`config.mk`:
```
export PLATFORM = sky130hd
export DESIGN_NAME = ubt_baud_break
export DESIGN_NICKNAME = d
export VERILOG_FILES = /design/src/rtl/ubt_pkg.sv /design/src/rtl/ubt_tick_div.sv /design/src/rtl/ubt_div_ctrl.sv /design/src/rtl/ubt_break_timer.sv /design/src/rtl/ubt_baud_break.sv
export SDC_FILE = /design/constraint.sdc
export NUM_CORES = 1
export LEC_CHECK = 0
export BUFFER_PORTS_ARGS = -buffer_cell sky130_fd_sc_hd__buf_2
export CAP_MARGIN = 20
export CORE_MARGIN = 2
export CORE_UTILIZATION = 40
export DETAILED_ROUTE_END_ITERATION = 8
export SLEW_MARGIN = 20
export SYNTH_ARGS = -nofsm -noshare
export SYNTH_HDL_FRONTEND = slang
export SYNTH_SLANG_ARGS = --single-unit
```
`constraint.sdc`:
```
create_clock -name clk -period 2.7 [get_ports clk]
set_input_delay 0.405 -clock clk [delete_from_list [all_inputs] [get_ports clk]]
set_output_delay 0.405 -clock clk [all_outputs]
set_load 0.02 [all_outputs]
```
`src/rtl/ubt_pkg.sv`:
```
package ubt_pkg;
  localparam int UBT_PD_W     = 4;
  localparam int UBT_BD_W     = 10;
  localparam int UBT_OS_RATIO = 13;
  localparam int UBT_BRK_W    = 16;
  localparam int UBT_CFG_W    = 32;
  localparam int UBT_PD_LSB   = 16;

  typedef enum logic {
    CFG_DIVISOR   = 1'b0,
    CFG_BREAK_LEN = 1'b1
  } cfg_sel_e;
endpackage

```
`src/rtl/ubt_tick_div.sv`:
```
module ubt_tick_div #(
  parameter int W = 4
) (
  input  logic         clk,
  input  logic         rst_n,
  input  logic         en,
  input  logic [W-1:0] lim,
  output logic         tick
);
  logic [W-1:0] cnt;

  assign tick = en && (cnt >= lim);

  always_ff @(posedge clk) begin
    if (!rst_n)       cnt <= '0;
    else if (tick)    cnt <= '0;
    else if (en)      cnt <= cnt + 1'b1;
  end

  assert_cnt_in_range_R3: assert property (@(posedge clk) disable iff (!rst_n)
    (en && !tick) |=> (cnt != '0));
endmodule

```
`src/rtl/ubt_div_ctrl.sv`:
```
module ubt_div_ctrl #(
  parameter int PD_W = 4,
  parameter int BD_W = 10
) (
  input  logic            clk,
  input  logic            rst_n,
  input  logic            wr,
  input  logic [PD_W-1:0] wr_pd,
  input  logic [BD_W-1:0] wr_bd,
  input  logic            bit_tick,
  output logic [PD_W-1:0] pd_lim,
  output logic [BD_W-1:0] bd_lim,
  output logic            busy
);
  logic [PD_W-1:0] pend_pd;
  logic [BD_W-1:0] pend_bd;

  always_ff @(posedge clk) begin
    if (!rst_n) begin
      pend_pd <= '0;
      pend_bd <= '0;
      pd_lim  <= '0;
      bd_lim  <= '0;
      busy    <= 1'b0;
    end else if (wr) begin
      pend_pd <= wr_pd;
      pend_bd <= wr_bd;
      busy    <= 1'b1;
    end else if (busy && bit_tick) begin
      pd_lim  <= pend_pd;
      bd_lim  <= pend_bd;
      busy    <= 1'b0;
    end
  end

  assert_busy_from_write_R4: assert property (@(posedge clk) disable iff (!rst_n)
    $rose(busy) |-> $past(wr));
  assert_busy_clears_R4: assert property (@(posedge clk) disable iff (!rst_n)
    (busy && bit_tick && !wr) |=> !busy);
  assert_limits_hold_R5: assert property (@(posedge clk) disable iff (!rst_n)
    !(busy && bit_tick) |=> $stable(pd_lim) && $stable(bd_lim));
endmodule

```
`src/rtl/ubt_break_timer.sv`:
```
module ubt_break_timer #(
  parameter int BRK_W = 16
) (
  input  logic             clk,
  input  logic             rst_n,
  input  logic             len_wr,
  input  logic [BRK_W-1:0] len_wdata,
  input  logic             start,
  input  logic             bit_tick,
  output logic             active,
  output logic             done
);
  logic [BRK_W-1:0] len_q;
  logic [BRK_W-1:0] remain;

  always_ff @(posedge clk) begin
    if (!rst_n) begin
      len_q  <= '0;
      remain <= '0;
      active <= 1'b0;
      done   <= 1'b0;
    end else begin
      done <= 1'b0;
      if (len_wr) len_q <= len_wdata;
      if (!active && start) begin
        active <= 1'b1;
        remain <= (len_q == '0) ? BRK_W'(1) : len_q;
      end else if (active && bit_tick) begin
        if (remain == BRK_W'(1)) begin
          active <= 1'b0;
          done   <= 1'b1;
          remain <= '0;
        end else begin
          remain <= remain - 1'b1;
        end
      end
    end
  end

  assert_done_one_cycle_R7: assert property (@(posedge clk) disable iff (!rst_n)
    done |=> !done);
  assert_done_after_break_R7: assert property (@(posedge clk) disable iff (!rst_n)
    done |-> (!active && $past(active)));
  assert_start_ignored_R8: assert property (@(posedge clk) disable iff (!rst_n)
    (active && !bit_tick) |=> (active && $stable(remain)));
  assert_remain_nonzero_R6: assert property (@(posedge clk) disable iff (!rst_n)
    active |-> (remain != '0));
endmodule

```
`src/rtl/ubt_baud_break.sv`:
```
module ubt_baud_break
  import ubt_pkg::*;
#(
  parameter int PD_W     = UBT_PD_W,
  parameter int BD_W     = UBT_BD_W,
  parameter int OS_RATIO = UBT_OS_RATIO,
  parameter int BRK_W    = UBT_BRK_W,
  parameter int CFG_W    = UBT_CFG_W,
  parameter int PD_LSB   = UBT_PD_LSB
) (
  input  logic             clk,
  input  logic             rst_n,
  input  logic             cfg_we,
  input  logic             cfg_sel,
  input  logic [CFG_W-1:0] cfg_wdata,
  input  logic             brk_start,
  output logic             busy,
  output logic             os_tick,
  output logic             bit_tick,
  output logic             brk_active,
  output logic             brk_done
);
  localparam int OS_W = (OS_RATIO > 1) ? $clog2(OS_RATIO) : 1;
  localparam logic [OS_W-1:0] OS_LIM = OS_W'(OS_RATIO - 1);

  logic            div_wr;
  logic            len_wr;
  logic [PD_W-1:0] pd_lim;
  logic [BD_W-1:0] bd_lim;
  logic            pre_tick;

  assign div_wr = cfg_we && (cfg_sel_e'(cfg_sel) == CFG_DIVISOR);
  assign len_wr = cfg_we && (cfg_sel_e'(cfg_sel) == CFG_BREAK_LEN);

  ubt_div_ctrl #(.PD_W(PD_W), .BD_W(BD_W)) u_div_ctrl (
    .clk      (clk),
    .rst_n    (rst_n),
    .wr       (div_wr),
    .wr_pd    (cfg_wdata[PD_LSB +: PD_W]),
    .wr_bd    (cfg_wdata[BD_W-1:0]),
    .bit_tick (bit_tick),
    .pd_lim   (pd_lim),
    .bd_lim   (bd_lim),
    .busy     (busy)
  );

  ubt_tick_div #(.W(PD_W)) u_prediv (
    .clk (clk), .rst_n (rst_n), .en (1'b1), .lim (pd_lim), .tick (pre_tick)
  );

  ubt_tick_div #(.W(OS_W)) u_oversample (
    .clk (clk), .rst_n (rst_n), .en (pre_tick), .lim (OS_LIM), .tick (os_tick)
  );

  ubt_tick_div #(.W(BD_W)) u_bitdiv (
    .clk (clk), .rst_n (rst_n), .en (os_tick), .lim (bd_lim), .tick (bit_tick)
  );

  ubt_break_timer #(.BRK_W(BRK_W)) u_break (
    .clk       (clk),
    .rst_n     (rst_n),
    .len_wr    (len_wr),
    .len_wdata (cfg_wdata[BRK_W-1:0]),
    .start     (brk_start),
    .bit_tick  (bit_tick),
    .active    (brk_active),
    .done      (brk_done)
  );

  assert_bit_on_os_R3: assert property (@(posedge clk) disable iff (!rst_n)
    bit_tick |-> os_tick);
  assert_os_one_cycle_R2: assert property (@(posedge clk) disable iff (!rst_n)
    os_tick |=> !os_tick);
  assert_done_excl_R7: assert property (@(posedge clk) disable iff (!rst_n)
    !(brk_done && brk_active));
endmodule

```
Word level (Yosys, flattened, before mapping)

Cells that the tools add are included.

Reduce and logical (&&, ||, !) cells: 18
Multiplexer cells: 10
Bitwise gates (word level): 4
Magnitude comparators: 3
$add $sub $neg: 4
Eq/ne operators: 1

Operators by type and width:

| kind                                                                    | count |
|---|---|
| 16-bit two-way mux                                                      | 4 |
| 16-bit by 1-bit equality test with 1-bit output (second input constant) | 1 |
| 16-bit zero test                                                        | 1 |
| 16-bit by 1-bit subtractor with 16-bit output (second input constant)   | 1 |
| 10-bit by 1-bit adder with 10-bit output (second input constant)        | 1 |
| 10-bit greater-or-equal comparator                                      | 1 |
| 4-bit by 1-bit adder with 4-bit output (second input constant)          | 2 |
| 1-bit logical AND                                                       | 7 |
| 1-bit two-way mux                                                       | 6 |
| 2-bit nonzero test                                                      | 3 |
| 2-bit OR reduction                                                      | 3 |
| 4-bit greater-or-equal comparator                                       | 1 |
| 4-bit greater-or-equal comparator (second input constant)               | 1 |
| 1-bit NOT                                                               | 4 |
| 2-bit AND reduction                                                     | 2 |
| 3-bit OR reduction                                                      | 1 |
| 1-bit zero test                                                         | 1 |

Register bits after elaboration: 81
Output and inout port bits: 5
Word-level logic and storage cells: 52

Longest topological paths before layout

Gate-level depths: netlist of the first run.

Depth after elaboration: 6
Gate-level depth with buffers: 9
Depth with buffers taken out: 8

Modules after synthesis

From an unflattened synthesis of the first run, not the netlist that was laid out.

Cells, all modules: 473
Area total of the unflattened synthesis: 4266.6 µm²

Modules (own cells, without submodules):

| module                           | area an instance (µm²) | instances | cells an instance |
|---|---|---|---|
| ubt_break_timer                  | 1794.2                 | 1         | 205 |
| ubt_div_ctrl                     | 1134.8                 | 1         | 111 |
| ubt_tick_div at u_bitdiv         | 685.7                  | 1         | 81 |
| ubt_tick_div at u_oversample ... | 314.1                  | 2         | 36 |
| ubt_baud_break                   | 23.8                   | 1         | 4 |

Worst setup path after synthesis of the first run

No wires, ideal clock.

Path type: reg-to-reg
Start: register u_prediv.cnt[0]
End: register u_break.remain[10]
Data required time: 2.581 ns
Data arrival time: 2.131 ns
Cell stages (with the launch flop): 10
Slack: 0.450 ns
Path through: dfxtp_1 inv_1 ha_1 nand2b_1 a2111oi_2 nor3_2 o211ai_1 buf_2 nand2_1 o221a_2

Longest elaborated chain between the ends: 5

Ends and longest elaborated chain:

| item                                | line                  | source |
|---|---|---|
| from (decl)                         | ubt_tick_div.sv:10    | `logic [W-1:0] cnt;` |
| from (signal assigned)              | ubt_tick_div.sv:17    | `else if (en) cnt <= cnt + 1'b1;` |
| 4-bit greater-or-equal comparator   | ubt_tick_div.sv:12    | `assign tick = en && (cnt >= lim);` |
| 1-bit logical AND (2 in a row)      | ubt_tick_div.sv:12    |  |
| 1-bit logical AND                   | ubt_break_timer.sv:28 | `end else if (active && bit_tick) begin` |
| 2-bit nonzero test (no source line) | -                     |  |
| to (signal assigned)                | ubt_break_timer.sv:27 | `remain <= (len_q == '0) ? BRK_W'(1) : len_q;` |
| to (signal assigned)                | ubt_break_timer.sv:34 | `remain <= remain - 1'b1;` |
| to (decl)                           | ubt_break_timer.sv:14 | `logic [BRK_W-1:0] remain;` |

Every way passes these cells.
A chain may end at the register's enable or synchronous reset.

Final worst setup path of the first run

Start: register u_prediv.cnt[0]
End: output os_tick

Longest elaborated chain between the ends: 2

Ends and longest elaborated chain:

| item                              | line                 | source |
|---|---|---|
| 4-bit greater-or-equal comparator | ubt_tick_div.sv:12   |  |
| 1-bit logical AND                 | ubt_tick_div.sv:12   |  |
| to (decl)                         | ubt_baud_break.sv:18 | `output logic os_tick,` |

Every way passes these cells.

==> results of run 1 <==
-- final cells by class --
cell class | instances | area [sq um] | area share, %
tap | 133 | 166 | 3.70
clock buffer | 10 | 138 | 3.06
multi-input combinational | 339 | 2230 | 49.6
sequential | 81 | 1620 | 36.0
timing repair buffer | 40 | 228 | 5.06
clock inverter | 6 | 48.8 | 1.08
inverter | 18 | 67.6 | 1.50
-- stage by stage --
stage               area, sq um  utilization [%]  cells  hold slack, ns  total power [mW]
floorplan                  3980                -    461           0.430              1.55
global placement           4260             43.8    609           0.449              1.63
detailed placement         4260             43.8    609           0.460              1.64
CTS                        4470             45.9    625           0.283              2.49
global route               4500             46.3    627           0.301              2.59
finish                     4500             46.3    627           0.296              2.46
-- worst max-delay path: stages, from the launching register on --
cell and delay [ns]:
dfxtp_1 0.38, inv_1 0.05, ha_1 0.26, nand2b_1 0.18
a2111oi_4 0.41, nor3_4 0.13, buf_4 0.21, buf_2 0.17
-- power breakdown --
part | internal, mW | switching [mW] | leakage [nW]
clock | 0.369 | 0.475 | 0.0859
sequential | 1.24 | 0.0426 | 0.659
combinational | 0.137 | 0.196 | 1.04
total | 1.75 | 0.714 | 1.78
-- final timing paths --
path,end,depth (start not counted)
max,os_tick,7
max reg2reg,u_div_ctrl.bd_lim[3],8
min,u_break.len_q[14],3
min reg2reg,u_div_ctrl.pend_bd[1],2
-- logic make-up after synthesis --
family	count (synthesis)	synth area share, %
AO/OA/AOI/OAI	97	18.7
multiplexers	17	4.28
flip-flops	81	40.8
buffers and inverters	41	4.09
adder cells (fa/ha/maj)	19	5.97
XOR/XNOR	13	2.86
AND/OR/NAND/NOR	193	23.3
-- placed cells by master (no fill, tap or decap), types with 10 or more instances in the layout --
master and count:
nor2b_1 18, nor2_1 27, mux2i_1 17, a21boi_0 32, inv_1 18, buf_4 11, dfxtp_1 81, nand2_1 84
clkbuf_8 10, buf_2 29, nand3_1 11, ha_1 19, o21ai_0 14, nand4_1 11
-- layer usage --
metal	wire length (um)	global-route usage (%)
met2	3830	25.9
met3	470	3.21
met5	0	0
met1	4560	24.2
met4	82	6.18
-- state kept, by name, summed over array words and instances (netlist names) --
register,flops
u_div_ctrl.pend_pd,4
u_break.remain,16
u_div_ctrl.pd_lim,4
u_break.len_q,16
u_oversample.cnt,4
u_div_ctrl.bd_lim,10
u_div_ctrl.busy,1
u_bitdiv.cnt,10
u_div_ctrl.pend_bd,10
u_break.active,1
u_break.done,1
u_prediv.cnt,4
-- what timing repair did --
action | CTS | global route
endpoints found under the setup margin | 1 | 23
pin swaps | 0 | 2
setup buffers | 0 | 2
resized for setup | 3 | 5
==> flow_metrics.tcl, run 1 <==
set metrics [dict create \
    status "finished, final reports clean" \
    insertion_delay_ns 0.35 \
    cts_hold_buf 0 \
    grt_usage_pct 17.1 \
    finalHoldViolations 0 \
    synthFlopType "dfxtp_1" \
    grt_max_degree 35 \
    yosysMostFrequentCell "nand2_1" \
    clockBufferDepth 2 \
    grt_pass1_vias 3110 \
    ys_async_sr_fraction_pct 0 \
    synth_area_leaders "dfxtp_1 (41%), nand2_1 (7.9%), a21boi_0 (6.2%)" \
    cts_buffers 9 \
    vias 3329 \
    yosysUniqueCellTypes 53 \
    finalWirelength_um 8950 \
    pre_cts_ws_ns 0.0369 \
    startpoint "u_prediv.cnt[0]" \
    path_clk_slew_ns 0.09 \
    clock-sinks 81 \
    ir_drop_mv 0.327 \
    hpwl_um 6420 \
    hold_start "cfg_wdata[14]" \
    io_pins 42 \
    synthesis.nets 517 \
    worst_pin_slew_ns 1.00 \
    fin_crit_ns 2.56 \
    drc 0 \
    synth_area_sq_um 3980 \
    fmax_mhz 390 \
    r2r_start "u_div_ctrl.bd_lim[7]" \
    die-area_sq_um 10800 \
    start_util_pct 40.9 \
    antenna_found_initial 0 \
    p_leak_nw 1.78 \
    cts_tree "yes" \
    drv_cap 0 \
    final.setup.worst_slack_ns 0.138 \
    die_w_um 104 \
    rsz0062_at_grt "false" \
    rrSetupSlack_ns 0.22 \
    post-route-period-util_pct 94.9 \
    critPathKind "reg2out" \
    grt.overflow.total 0 \
    cellPowerDensity_nw_per_um2 546 \
    synth_edf_count 0 \
    area_growth_syn_to_layout_pct 13.2 \
    fill_cells 1012 \
    nets 545 \
    first_pass_iters 5 \
    hp-class "in2reg" \
    cp_max_fo 13 \
    end_kind "primary output" \
    gp_congestion 0.872 \
    diodes 0 \
    root_buffer "clkbuf_8" \
    cp_data_arrival_time_ns 2.16 \
    relSlewSlack_pct 33.3 \
    synth_cells 461 \
    detail-route-antenna-nets 0 \
    start_kind "register" \
    yosys.area.top_type "dfxtp_1" \
    setup_viol 0 \
    viasPerCell 5.31 \
    htree_num_levels 3 \
    numPortBuffers 29 \
    setup_tns_ns 0 \
    final_max_slew_viol_count 0 \
    fp-row-count 36 \
    fin_skew_ns 0.0132 \
    wl_per_cell_um 14.3 \
    yosys.area.top_type_share_pct 40.8 \
    die-height_um 104 \
    first_iter_violations 153 \
    synth_common_cells "nand2_1 (84), dfxtp_1 (81), a21boi_0 (33)" \
    yosysWarnings 0 \
    layout-drive-gt1-share_pct 13.4 \
    core_area_sq_um 9730 \
    grt_pass1_wl_um 15100 \
    yosysSeqAreaShare_pct 40.8 \
    ys_ff_latch 81 \
    cp.required_ns 2.30 \
    synth.avg_cell_area_sq_um 8.63 \
]
Power figures use the tool's default switching activity.
==> run 2, diff against run 1 <==
--- a/config.mk
+++ b/config.mk
@@ -10,6 +10,7 @@
 export CORE_MARGIN = 2
 export CORE_UTILIZATION = 40
 export DETAILED_ROUTE_END_ITERATION = 8
+export GPL_TIMING_DRIVEN = 0
 export SLEW_MARGIN = 20
 export SYNTH_ARGS = -nofsm -noshare
 export SYNTH_HDL_FRONTEND = slang
==> run 2 against run 1 <==
  * Clock power down 1%
  * Sequential cell count stayed put
  * Count of clock-buffer cells in the layout decreased by 1
  * Combinational power rose by 4%
  * Fmax is 1.8% lower
  * Die area stayed put
==> flow_metrics.tcl, run 2 (same netlist as run 1, synthesis figures left out) <==
set metrics [dict create \
    viasPerCell 5.29 \
    cp_data_arrival_time_ns 2.20 \
    fin_skew_ns 0.00879 \
    status "finished, final reports clean" \
    grt_usage_pct 18.2 \
    power.internal_mw 1.72 \
    whs_ns 0.290 \
    drc 0 \
    diodes 0 \
    grt_pass1_vias 3245 \
    grt_pass1_wl_um 16100 \
    p_leak_nw 1.79 \
    fmax_mhz 383 \
    start_util_pct 40.9 \
    post-route-period-util_pct 96.6 \
    largest_registers "u_break.len_q (16), u_break.remain (16)" \
    worstPathCellList "inv_1 > ha_1 > a41o_1 > a21oi_1 > o31ai_4 > o21ai_2 > inv_1 > buf_2" \
    drv_cap 0 \
    clockBufferDepth 2 \
    first_iter_violations 180 \
    ir_drop_mv 0.285 \
    finalHoldViolations 0 \
    crit_top_cell "inv_1" \
    fin_crit_ns 2.61 \
    cpPeakStageDelay_ns 0.36 \
    relSlewSlack_pct 50.2 \
    die-area_sq_um 10800 \
    worst_pin_slew_ns 0.737 \
    insertion_delay_ns 0.36 \
    grt_max_degree 16 \
    io_pins 42 \
    die-height_um 104 \
    grt.overflow.total 0 \
    start_kind "register" \
    cp_top_family "compound AO/OA/AOI/OAI gates" \
    end_kind "primary output" \
    hpwl_um 7080 \
    wl_met3_um 447 \
    p_seq_share_pct 52.1 \
    cellPowerDensity_nw_per_um2 545 \
    crit_buf_inv 3 \
    first_pass_iters 4 \
    area_growth_syn_to_layout_pct 13.7 \
    wl_met2_um 4140 \
    cts_buffers 9 \
    hp-class "in2reg" \
    layout-drive-gt1-share_pct 12.4 \
    multi_input_area_sq_um 2230 \
    dp.cells 622 \
    setup_viol 0 \
    die_w_um 104 \
    core_area_sq_um 9730 \
    fp-row-count 36 \
    vias 3388 \
    numPortBuffers 28 \
    gp_congestion 0.871 \
    combPwrFrac_pct 14.0 \
    final_common_cell "nand2_1" \
    met1_length_um 4830 \
    fill_cells 1016 \
    clkPwrFrac_pct 33.9 \
    nets 559 \
    path_clk_slew_ns 0.09 \
    final_max_slew_viol_count 0 \
    cp.required_ns 2.30 \
    final_cells 641 \
    critPathSlowestCell "dfxtp_1" \
    antenna_found_initial 0 \
    htree_num_levels 3 \
    finalWirelength_um 9520 \
    dr.max_layer_used "met4" \
    critPathKind "reg2out" \
    layout_common_cells "nand2_1 (84), dfxtp_1 (80), a21boi_0 (33)" \
    root_buffer "clkbuf_8" \
    detail-route-antenna-nets 0 \
    regArea_sq_um 1620 \
    p_sw_uw 740 \
    netSwitchingFraction_pct 30.0 \
    cts_tree "yes" \
    clock-sinks 81 \
    wl_per_cell_um 14.9 \
    cp_max_fo 4 \
]
run 2: cell count changes in the layout (fill, tap and decap cells not counted), sizes merged:
cell      previous run  this run
clkbuf              10        27
buf                 40        36
clkinv               0         3
clkinvlp             3         1
run 2: layer usage:
metal | track usage [%] | vias up
met3 | 3.21 | 13
met2 | 27.4 | 80
met4 | 5.89 | 0
met1 | 26.5 | 1585
li1 | - | 1710
met5 | 0 | -
run 2: worst paths after layout:
kind | startpoint | endpoint | slack, ns | cells after the start
worst max-delay path | u_div_ctrl.bd_lim[9] | bit_tick | 0.09 | 8
worst min-delay path | cfg_wdata[19] | u_div_ctrl.pend_pd[3] | 0.29 | 3
worst max register to register | u_div_ctrl.bd_lim[9] | u_break.remain[10] | 0.10 | 9
worst min register to register | u_div_ctrl.pend_pd[2] | u_div_ctrl.pend_pd[2] | 0.47 | 2
run 2: timing repair:
action,in CTS,in global routing
resized for setup,6,2
endpoints found under the setup margin,2,10
pin swaps,0,3
hold buffers,0,0
setup buffers,0,3
run 2: power groups by stage:
stage / sequential (mW) / clock, mW / combinational (mW)
final: 1.28 / 0.834 / 0.346
after global routing: 1.29 / 0.894 / 0.384
after CTS: 1.28 / 0.840 / 0.342
after detailed placement: 1.31 / 0 / 0.341
after global placement: 1.31 / 0 / 0.335
after floorplan: 1.30 / 0 / 0.251
run 2: final cells by class:
cell class,count,share of cell area [%]
tap,133,3.68
multi-input combinational,339,49.3
sequential,81,35.9
inverter,18,1.49
clock inverter,7,1.16
clock buffer,9,2.74
buffer,23,2.13
timing repair buffer,31,3.60
run 2: tightest hold or removal path: cells and delay by family:
family	cells	cell delay [ns]
AO/OA/AOI/OAI	1	0.07
AND/OR/NAND/NOR	1	0.04
buffers and inverters	1	0.09
run 2: per-stage QoR:
step	setup slack, ns	util [%]	area [sq um]	TNS [ns]	power [mW]
after floorplan	0.450	-	3980	0	1.55
after global placement	0.0121	44.0	4290	0	1.64
after detailed placement	0.0230	44.0	4290	0	1.65
after CTS	-0.000478	46.2	4490	-0.000478	2.46
after global routing	-0.0487	46.5	4520	-0.0940	2.57
final	0.0912	46.5	4520	0	2.46
